**src/rtl/trap_pkg.sv**
```systemverilog
package trap_pkg;
  localparam int PSR_W  = 32;
  localparam int NBANK  = 5;
  localparam int BANK_W = $clog2(NBANK);
  localparam int BIT_I  = 7;
  localparam int BIT_F  = 6;

  localparam logic [4:0] MD_USR = 5'b10000;
  localparam logic [4:0] MD_FIQ = 5'b10001;
  localparam logic [4:0] MD_IRQ = 5'b10010;
  localparam logic [4:0] MD_SVC = 5'b10011;
  localparam logic [4:0] MD_ABT = 5'b10111;
  localparam logic [4:0] MD_UND = 5'b11011;
  localparam logic [4:0] MD_SYS = 5'b11111;

  localparam logic [PSR_W-1:0] PSR_RST = {24'h0, 1'b1, 1'b1, 1'b0, MD_SVC};

  typedef enum logic [2:0] {
    TK_NONE, TK_RST, TK_DABT, TK_FIQ, TK_IRQ, TK_PABT, TK_UND, TK_SWI
  } trap_kind_e;

  typedef struct packed {
    logic              hit;
    logic [BANK_W-1:0] idx;
  } bank_sel_t;

  function automatic logic [4:0] kind_mode(trap_kind_e k);
    case (k)
      TK_DABT, TK_PABT: return MD_ABT;
      TK_FIQ:           return MD_FIQ;
      TK_IRQ:           return MD_IRQ;
      TK_UND:           return MD_UND;
      default:          return MD_SVC;
    endcase
  endfunction

  function automatic logic [7:0] kind_vec(trap_kind_e k);
    case (k)
      TK_UND:  return 8'h04;
      TK_SWI:  return 8'h08;
      TK_PABT: return 8'h0C;
      TK_DABT: return 8'h10;
      TK_IRQ:  return 8'h18;
      TK_FIQ:  return 8'h1C;
      default: return 8'h00;
    endcase
  endfunction

  function automatic bank_sel_t mode_bank(logic [4:0] m);
    bank_sel_t s;
    s.hit = 1'b1;
    case (m)
      MD_FIQ:  s.idx = BANK_W'(0);
      MD_IRQ:  s.idx = BANK_W'(1);
      MD_SVC:  s.idx = BANK_W'(2);
      MD_ABT:  s.idx = BANK_W'(3);
      MD_UND:  s.idx = BANK_W'(4);
      default: begin s.hit = 1'b0; s.idx = '0; end
    endcase
    return s;
  endfunction
endpackage

```
**src/rtl/trap_arbiter.sv**
```systemverilog
module trap_arbiter
  import trap_pkg::*;
(
  input  logic       rq_rst,
  input  logic       rq_undef,
  input  logic       rq_swi,
  input  logic       rq_pabt,
  input  logic       rq_dabt,
  input  logic       rq_irq,
  input  logic       rq_fiq,
  input  logic       mask_i,
  input  logic       mask_f,
  output trap_kind_e kind
);
  always_comb begin
    if (rq_rst)                 kind = TK_RST;
    else if (rq_dabt)           kind = TK_DABT;
    else if (rq_fiq && !mask_f) kind = TK_FIQ;
    else if (rq_irq && !mask_i) kind = TK_IRQ;
    else if (rq_pabt)           kind = TK_PABT;
    else if (rq_undef)          kind = TK_UND;
    else if (rq_swi)            kind = TK_SWI;
    else                        kind = TK_NONE;
  end
endmodule

```
**src/rtl/trap_bank.sv**
```systemverilog
module trap_bank #(
  parameter int XLEN  = 32,
  parameter int PSR_W = 32,
  parameter int NBANK = 5,
  localparam int IW   = $clog2(NBANK)
) (
  input  logic             clk,
  input  logic             rst_n,
  input  logic             we,
  input  logic [IW-1:0]    widx,
  input  logic [PSR_W-1:0] wpsr,
  input  logic [XLEN-1:0]  wlr,
  input  logic [IW-1:0]    ridx,
  output logic [PSR_W-1:0] rpsr,
  output logic [XLEN-1:0]  rlr
);
  logic [PSR_W-1:0] psr_q [NBANK];
  logic [XLEN-1:0]  lr_q  [NBANK];

  for (genvar g = 0; g < NBANK; g++) begin : g_slot
    logic hit;
    assign hit = we && (widx == IW'(g));
    always_ff @(posedge clk or negedge rst_n) begin
      if (!rst_n) begin
        psr_q[g] <= '0;
        lr_q[g]  <= '0;
      end else if (hit) begin
        psr_q[g] <= wpsr;
        lr_q[g]  <= wlr;
      end
    end
  end

  always_comb begin
    rpsr = '0;
    rlr  = '0;
    for (int i = 0; i < NBANK; i++) begin
      if (ridx == IW'(i)) begin
        rpsr = psr_q[i];
        rlr  = lr_q[i];
      end
    end
  end
endmodule

```
**src/rtl/trap_sequencer.sv**
```systemverilog
module trap_sequencer
  import trap_pkg::*;
#(
  parameter int XLEN     = 32,
  parameter int RET_STEP = 4
) (
  input  logic             clk,
  input  logic             rst_n,
  input  logic             rq_rst,
  input  logic             rq_undef,
  input  logic             rq_swi,
  input  logic             rq_pabt,
  input  logic             rq_dabt,
  input  logic             rq_irq,
  input  logic             rq_fiq,
  input  logic             ret_req,
  input  logic             ret_extra,
  input  logic [XLEN-1:0]  cur_pc,
  input  logic [PSR_W-1:0] cur_psr,
  output logic             upd_vld,
  output logic [XLEN-1:0]  pc_out,
  output logic [PSR_W-1:0] psr_out
);
  localparam logic [XLEN-1:0] STEP = XLEN'(RET_STEP);

  trap_kind_e       kind;
  bank_sel_t        tsel, csel;
  logic [4:0]       tgt_mode;
  logic             bk_we;
  logic [BANK_W-1:0] bk_widx;
  logic [PSR_W-1:0] bk_rpsr;
  logic [XLEN-1:0]  bk_rlr;
  logic             vld_q, nxt_vld;
  logic [XLEN-1:0]  pc_q, nxt_pc;
  logic [PSR_W-1:0] psr_q, nxt_psr;

  trap_arbiter u_arb (
    .rq_rst  (rq_rst),
    .rq_undef(rq_undef),
    .rq_swi  (rq_swi),
    .rq_pabt (rq_pabt),
    .rq_dabt (rq_dabt),
    .rq_irq  (rq_irq),
    .rq_fiq  (rq_fiq),
    .mask_i  (cur_psr[BIT_I]),
    .mask_f  (cur_psr[BIT_F]),
    .kind    (kind)
  );

  assign tgt_mode = kind_mode(kind);
  assign tsel     = mode_bank(tgt_mode);
  assign csel     = mode_bank(cur_psr[4:0]);

  trap_bank #(.XLEN(XLEN), .PSR_W(PSR_W), .NBANK(NBANK)) u_bank (
    .clk  (clk),
    .rst_n(rst_n),
    .we   (bk_we),
    .widx (bk_widx),
    .wpsr (cur_psr),
    .wlr  (cur_pc - STEP),
    .ridx (csel.idx),
    .rpsr (bk_rpsr),
    .rlr  (bk_rlr)
  );

  // next-state: entry beats return; otherwise hold
  always_comb begin
    nxt_vld = 1'b0;
    nxt_pc  = pc_q;
    nxt_psr = psr_q;
    bk_we   = 1'b0;
    bk_widx = tsel.idx;
    if (kind == TK_RST) begin
      nxt_vld = 1'b1;
      nxt_pc  = '0;
      nxt_psr = PSR_RST;
    end else if (kind != TK_NONE) begin
      nxt_vld        = 1'b1;
      nxt_pc         = XLEN'(kind_vec(kind));
      nxt_psr        = cur_psr;
      nxt_psr[4:0]   = tgt_mode;
      nxt_psr[BIT_I] = 1'b1;
      if (kind == TK_FIQ) nxt_psr[BIT_F] = 1'b1;
      bk_we          = tsel.hit;
    end else if (ret_req && csel.hit) begin
      nxt_vld = 1'b1;
      nxt_pc  = bk_rlr - (ret_extra ? STEP : '0);
      nxt_psr = bk_rpsr;
    end
  end

  always_ff @(posedge clk or negedge rst_n) begin
    if (!rst_n) begin
      vld_q <= 1'b0;
      pc_q  <= '0;
      psr_q <= PSR_RST;
    end else begin
      vld_q <= nxt_vld;
      if (nxt_vld) begin
        pc_q  <= nxt_pc;
        psr_q <= nxt_psr;
      end
    end
  end

  assign upd_vld = vld_q;
  assign pc_out  = pc_q;
  assign psr_out = psr_q;
endmodule

```
**config.mk**
```make
export PLATFORM = sky130hd
export DESIGN_NAME = trap_sequencer
export DESIGN_NICKNAME = d
export VERILOG_FILES = /design/src/rtl/trap_pkg.sv /design/src/rtl/trap_arbiter.sv /design/src/rtl/trap_bank.sv /design/src/rtl/trap_sequencer.sv
export SDC_FILE = /design/constraint.sdc
export NUM_CORES = 1
export LEC_CHECK = 0
export ABC_AREA = 1
export CORE_UTILIZATION = 40
export DETAILED_ROUTE_END_ITERATION = 8
export PLACE_DENSITY = 0.68
export SYNTH_ARGS = -nofsm -noshare
export SYNTH_HDL_FRONTEND = slang
export SYNTH_SLANG_ARGS = --single-unit
```
**constraint.sdc**
```tcl
create_clock -name clk -period 5.3 [get_ports clk]
set_input_delay 1.06 -clock clk [delete_from_list [all_inputs] [get_ports clk]]
set_output_delay 1.06 -clock clk [all_outputs]
set_load 0.02 [all_outputs]
```
# Yosys cells after proc, flatten, opt, wreduce, memory -nomap -nowiden
# Index checks and enable logic that the tools add are counted.
[totals]
regBits = 385
inputBits = 75
out_inout_bits = 65
[classes]
add_sub_neg = 2
n_eq_ne = 25
n_mux = 36
n_reduce_logical = 18
[ops]
columns = ["op", "n"]
rows = [
  ["$mux 32", 16],
  ["$eq 5x5->1 const B", 10],
  ["$sub 32x3->32", 1],
  ["$sub 32x3->32 const B", 1],
  ["$pmux 5 s6", 1],
  ["$mux 3", 8],
  ["$pmux 3 s4", 2],
  ["$eq 3x2->1 const B", 6],
  ["$eq 3x3->1 const B", 6],
  ["$pmux 4 s4", 1],
  ["$reduce_or 5->1", 2],
  ["$eq 3x1->1 const B", 3],
  ["$logic_and 1x1->1", 8],
  ["$mux 1", 8],
  ["$logic_not 3->1", 2],
  ["$reduce_bool 3->1", 2],
  ["$logic_not 1->1", 2],
  ["$reduce_and 2->1", 1],
  ["$reduce_or 2->1", 1],
]

# Logic depth before layout (Yosys ltp)
[logic_depth]
depth_word = 16
mapped_depth = 21

# Cells and area by module
# A second synthesis with hierarchy kept.
[unflattened]
cells_unflattened = 2410
area_unflattened_um2 = 18607.8
[modules_own_cells]
columns = ["mod", "instances", "cells_each", "area_each_um2", "seq_area_each_um2"]
rows = [
  ["trap_bank", 1, 1737, 14154.8, 8007.7],
  ["trap_sequencer", 1, 652, 4360.4, 1632.8],
  ["trap_arbiter", 1, 21, 92.6, 0.0],
]

# Worst setup path before layout
# Ideal clock, no wire load.
[synth_path]
path_kind = "input -> register"
startpoint = "input cur_psr[2]"
endpoint = "register pc_q[24], in the netlist pc_out[24]"
setup_ps = 117
arrival_ps = 3397
required_time_ps = 5183
slack_ps = 1785
cell_stages = 18
path_buffers = 4
cell_sequence = "inv_2 nand4_2 buf_6 buf_6 buf_2 clkbuf_1 nand3_1 nand3_1 a211oi_1 ha_1 ha_1 nand3_1 nor2_4 nand3_2 nor3_4 nand4_1 nand3_1 nand2_1"
[synth_between]
elab_chain_len = 12
word_cells_on_any_way = 28
cone_classes = "1 x add/sub; 9 x eq/ne; 13 x mux; 5 x reduce/logical"
[synth_lines]
columns = ["element", "line", "source"]
rows = [
  ["from (decl)", "trap_sequencer.sv:19", "input logic [PSR_W-1:0] cur_psr,"],
  ["$eq 5x5->1", "trap_pkg.sv:52", "case (m)"],
  ["$pmux 3 s4", "trap_pkg.sv:52", ""],
  ["$logic_not 3->1", "trap_bank.sv:38", "if (ridx == IW'(i)) begin"],
  ["$mux 32 (5 in series)", "trap_bank.sv:38", ""],
  ["$sub 32x3->32", "trap_sequencer.sv:87", "nxt_pc = bk_rlr - (ret_extra ? STEP : '0);"],
  ["$mux 32", "trap_sequencer.sv:85", "end else if (ret_req && csel.hit) begin"],
  ["$mux 32", "trap_sequencer.sv:77", "end else if (kind != TK_NONE) begin"],
  ["$mux 32", "trap_sequencer.sv:73", "if (kind == TK_RST) begin"],
  ["to (signal assigned)", "trap_sequencer.sv:100", "pc_q <= nxt_pc;"],
  ["to (decl)", "trap_sequencer.sv:34", "logic [XLEN-1:0] pc_q, nxt_pc;"],
]
# Several ways; a longest one is shown, not always the timed one. The select of a mux whose other input is x is not followed.
# A chain may end at the register's enable or synchronous reset.

# Worst setup path in the final report
[layout_path]
startpoint = "input cur_psr[1]"
endpoint = "register pc_q[16], in the netlist pc_out[16]"
# Same word-level chain as after synthesis.

==> impl_results.md <==
* Slew Viols, Final at 0
* Fmax at 262.0 MHz
* Row cnt at 78
* Worst reg2reg path depth at 13
* Register area share after synthesis at 0.5257
* Die Span Y at 216.1 um
* Iteration-0 DRC Markers at 1378
* Count of distinct cell types in the synthesized netlist at 47
* Final net count at 2479
* Wire per inst at 18.50 um
* P per Cell Area at 398.2 nW/um^2
* Remaining global-route overflow at 0
* Final ANT Viol Nets at 0
* CTS H-tree depth at 2
* Worst setup SP type: primary input
* Lkg Pwr at 10.41 nW
* Syn Inst Count at 2303
* Die W at 216.1 um
* Critical Path Source: cur_psr[1]
* Prevailing post-synth register cell: dfrtp_1
* Syn_nets at 2381
* Largest net degree at the start of global routing at 113
* Remaining DRCs at 0
* Reg2Reg Capture Point: pc_out[20]$_DFFE_PN0P_
* Antenna Cells at 0
* Number of global-route vias before repair at 15830
* Top cells by count, synth: 758 x nand2_1, 380 x dfrtp_1, 289 x o21ai_0
* Worst r2r src: u_bank.lr_q[130]$_DFFE_PN0P_
* Async S/R FF share, synth at 1.000
* Synthesized flop and latch total at 385
* Starting Density at 0.4050
* Minimum clock period at 3.817 ns
* Maximum root-to-sink buffer count at 3
* P&R area growth vs syn at 18.82%
* Setup Buffers After CTS at 0
* Worst-margin pin slew at 1.032 ns
* Core ar. at 45280 um^2
* Gr usage total at 0.2432
* IO Pins at 140
* Worst EP required at 5.74 ns
* Status: completed
* CTS tree: done
* Root Buffer: clkbuf_16
* Final hold vios at 0
* Hold_buf cts at 0
* Final Power at 8.678 mW
* Post-Route WL at 56.14 mm
* Most frequent cell after synthesis: nand2_1
* Post-synth top area share at 0.5185
* TNS Setup at 0 ns
* Max Clock Skew at 0.02312 ns
* Drt pass-1 iters at 6
* Post-synth EDFFs at 0
* Fraction of layout cells with a size suffix above 1 at 0.06861
* Die area at 46710 um^2
* CP Capture Type: flop
* Post-Syn Area at 18340 um^2
* Layout Utilization at 0.4812
* CTS resizes at 0
* Fin crit share at 0.7203
* Avg Inst Size Synth at 7.964 um^2
* Initial antenna violation count at 3
* Final setup violation count at 0
* Worst setup path endpoint: pc_out[16]$_DFFE_PN0P_
* WP data arrival at 4.26 ns
* HPWL after DPL at 36.72 mm
* Max_cap viols at 0
* Finished Layout Cells at 3034
* Worst VDD drop at 211.2 uV
* RSZ-0062 raised after global routing: false
* Slew headroom at 0.3112
* Area leader, netlist: dfrtp_1
* Placer Congestion at 0.9316
* CTS buffer count at 42
* Synthesis Warnings at 0
* CTS clock-pin slew for the worst setup and hold paths at 0.06 ns
* First-pass GRT wire length at 89.53 mm
* Synth top area cells: dfrtp_1 52%, nand2_1 16%, o21ai_0 7.9%
* Placed instance count at 2957
* WS Path Type: primary input to flop
* Clock Sinks at 385
* # port buffers at 139
* Clk Latency, worst-skew pair at 0.57 ns
* Hold Path Class: primary input to async pin
* Setup slack, reg-to-reg at 2.94 ns
* Worst-path fanout max at 22
* Vias per cell at 5.332
* Vias after detailed routing at 16180
==> how the worst min path moves through the flow <==
stage,startpoint,to,depth (start not counted)
after CTS,rst_n,psr_out[22]$_DFFE_PN0P_,1
final,rst_n,u_bank.psr_q[116]$_DFFE_PN0P_,1
after detailed placement,u_bank.psr_q[103]$_DFFE_PN0P_,u_bank.psr_q[103]$_DFFE_PN0P_,2
after global routing,rst_n,u_bank.psr_q[116]$_DFFE_PN0P_,1
after global placement,u_bank.psr_q[134]$_DFFE_PN0P_,u_bank.psr_q[134]$_DFFE_PN0P_,2
after floorplan,u_bank.psr_q[103]$_DFFE_PN0P_,u_bank.psr_q[103]$_DFFE_PN0P_,2
==> power by group <==
part	switching [mW]	internal [mW]
clock	1.23	1.85
combinational	1.08	0.605
sequential	0.320	3.59
total	2.63	6.05
==> layer usage <==
layer	vias up	share of wire	routed length [um]	track usage
li1	7603	-	-	-
met1	7853	0.44	24850	0.3388
met2	608	0.46	25950	0.3868
met3	109	0.065	3654	0.03551
met4	4	0.030	1657	0.08568
met5	-	0.00052	29	0
==> registers in the layout (all words and copies together), names as in the netlist <==
name,flops
u_bank.lr_q,160
psr_out,32
upd_vld,1
u_bank.psr_q,160
pc_out,32
==> through the flow <==
step	hold slack (ns)	worst slack, ns	instance area (um^2)
3_3_place_gp	0.4530	1.070	20340
2_1_floorplan	0.4365	1.785	18340
4_1_cts	0.4029	1.578	21790
3_5_place_dp	0.4620	0.9992	20340
6_report	0.3979	1.483	21790
5_1_grt	0.4209	1.213	21790
==> cells by family (layout without fill, tap and decap cells) <==
kind of cell | count (synthesis) | count (layout) | share of synthesized area
xor+xnor | 24 | 24 | 0.01146
buf+inv | 347 | 478 | 0.07579
simple gates | 1068 | 1068 | 0.2375
compound gates | 476 | 476 | 0.1475
flops | 385 | 385 | 0.5257
fa+ha+maj | 3 | 3 | 0.002047
==> layout make-up <==
type / count / area [um^2]
Clock inverter: 11 / 181.4
Timing Repair Buffer: 174 / 1734
Multi-Input combinational cell: 1571 / 7361
Fill cell: 4351 / 23490
Sequential cell: 385 / 9641
Inverter: 227 / 852.1
Tap cell: 600 / 750.7
Clock buffer: 66 / 1272
==> critical path: stages <==
cell,delay [ns]
clkdlybuf4s50_1,0.65
nand2_1,0.16
inv_2,0.10
nand4_4,0.26
inv_2,0.55
a211oi_1,0.19
ha_1,0.24
ha_1,0.21
nand3_1,0.17
nor2_4,0.06
nand2_1,0.13
nor2_2,0.08
nand2_1,0.14
a21oi_1,0.08
o21ai_0,0.10
nand2_1,0.06
==> placed cells by master (no fill, tap or decap), types with 5 or more instances in the layout <==
| master | n |
|---|---|
| dfstp_2 | 5 |
| nor2_4 | 7 |
| nand3_1 | 83 |
| buf_4 | 29 |
| clkbuf_16 | 43 |
| clkbuf_1 | 12 |
| o21ai_1 | 24 |
| o21ai_0 | 289 |
| nand2_1 | 756 |
| clkdlybuf4s50_1 | 138 |
| nand4_1 | 18 |
| nand3b_1 | 7 |
| nor2_2 | 17 |
| nand2_2 | 6 |
| dfrtp_1 | 380 |
| a21oi_1 | 79 |
| o221ai_1 | 29 |
| a32o_1 | 26 |
| xor2_1 | 19 |
| nor2_1 | 150 |
| nor3_1 | 9 |
| inv_2 | 13 |
| inv_1 | 213 |
| o22ai_1 | 5 |
| buf_12 | 6 |
| clkbuf_8 | 11 |
| xnor2_1 | 5 |
Note: power is estimated with default switching activity, not from simulation.
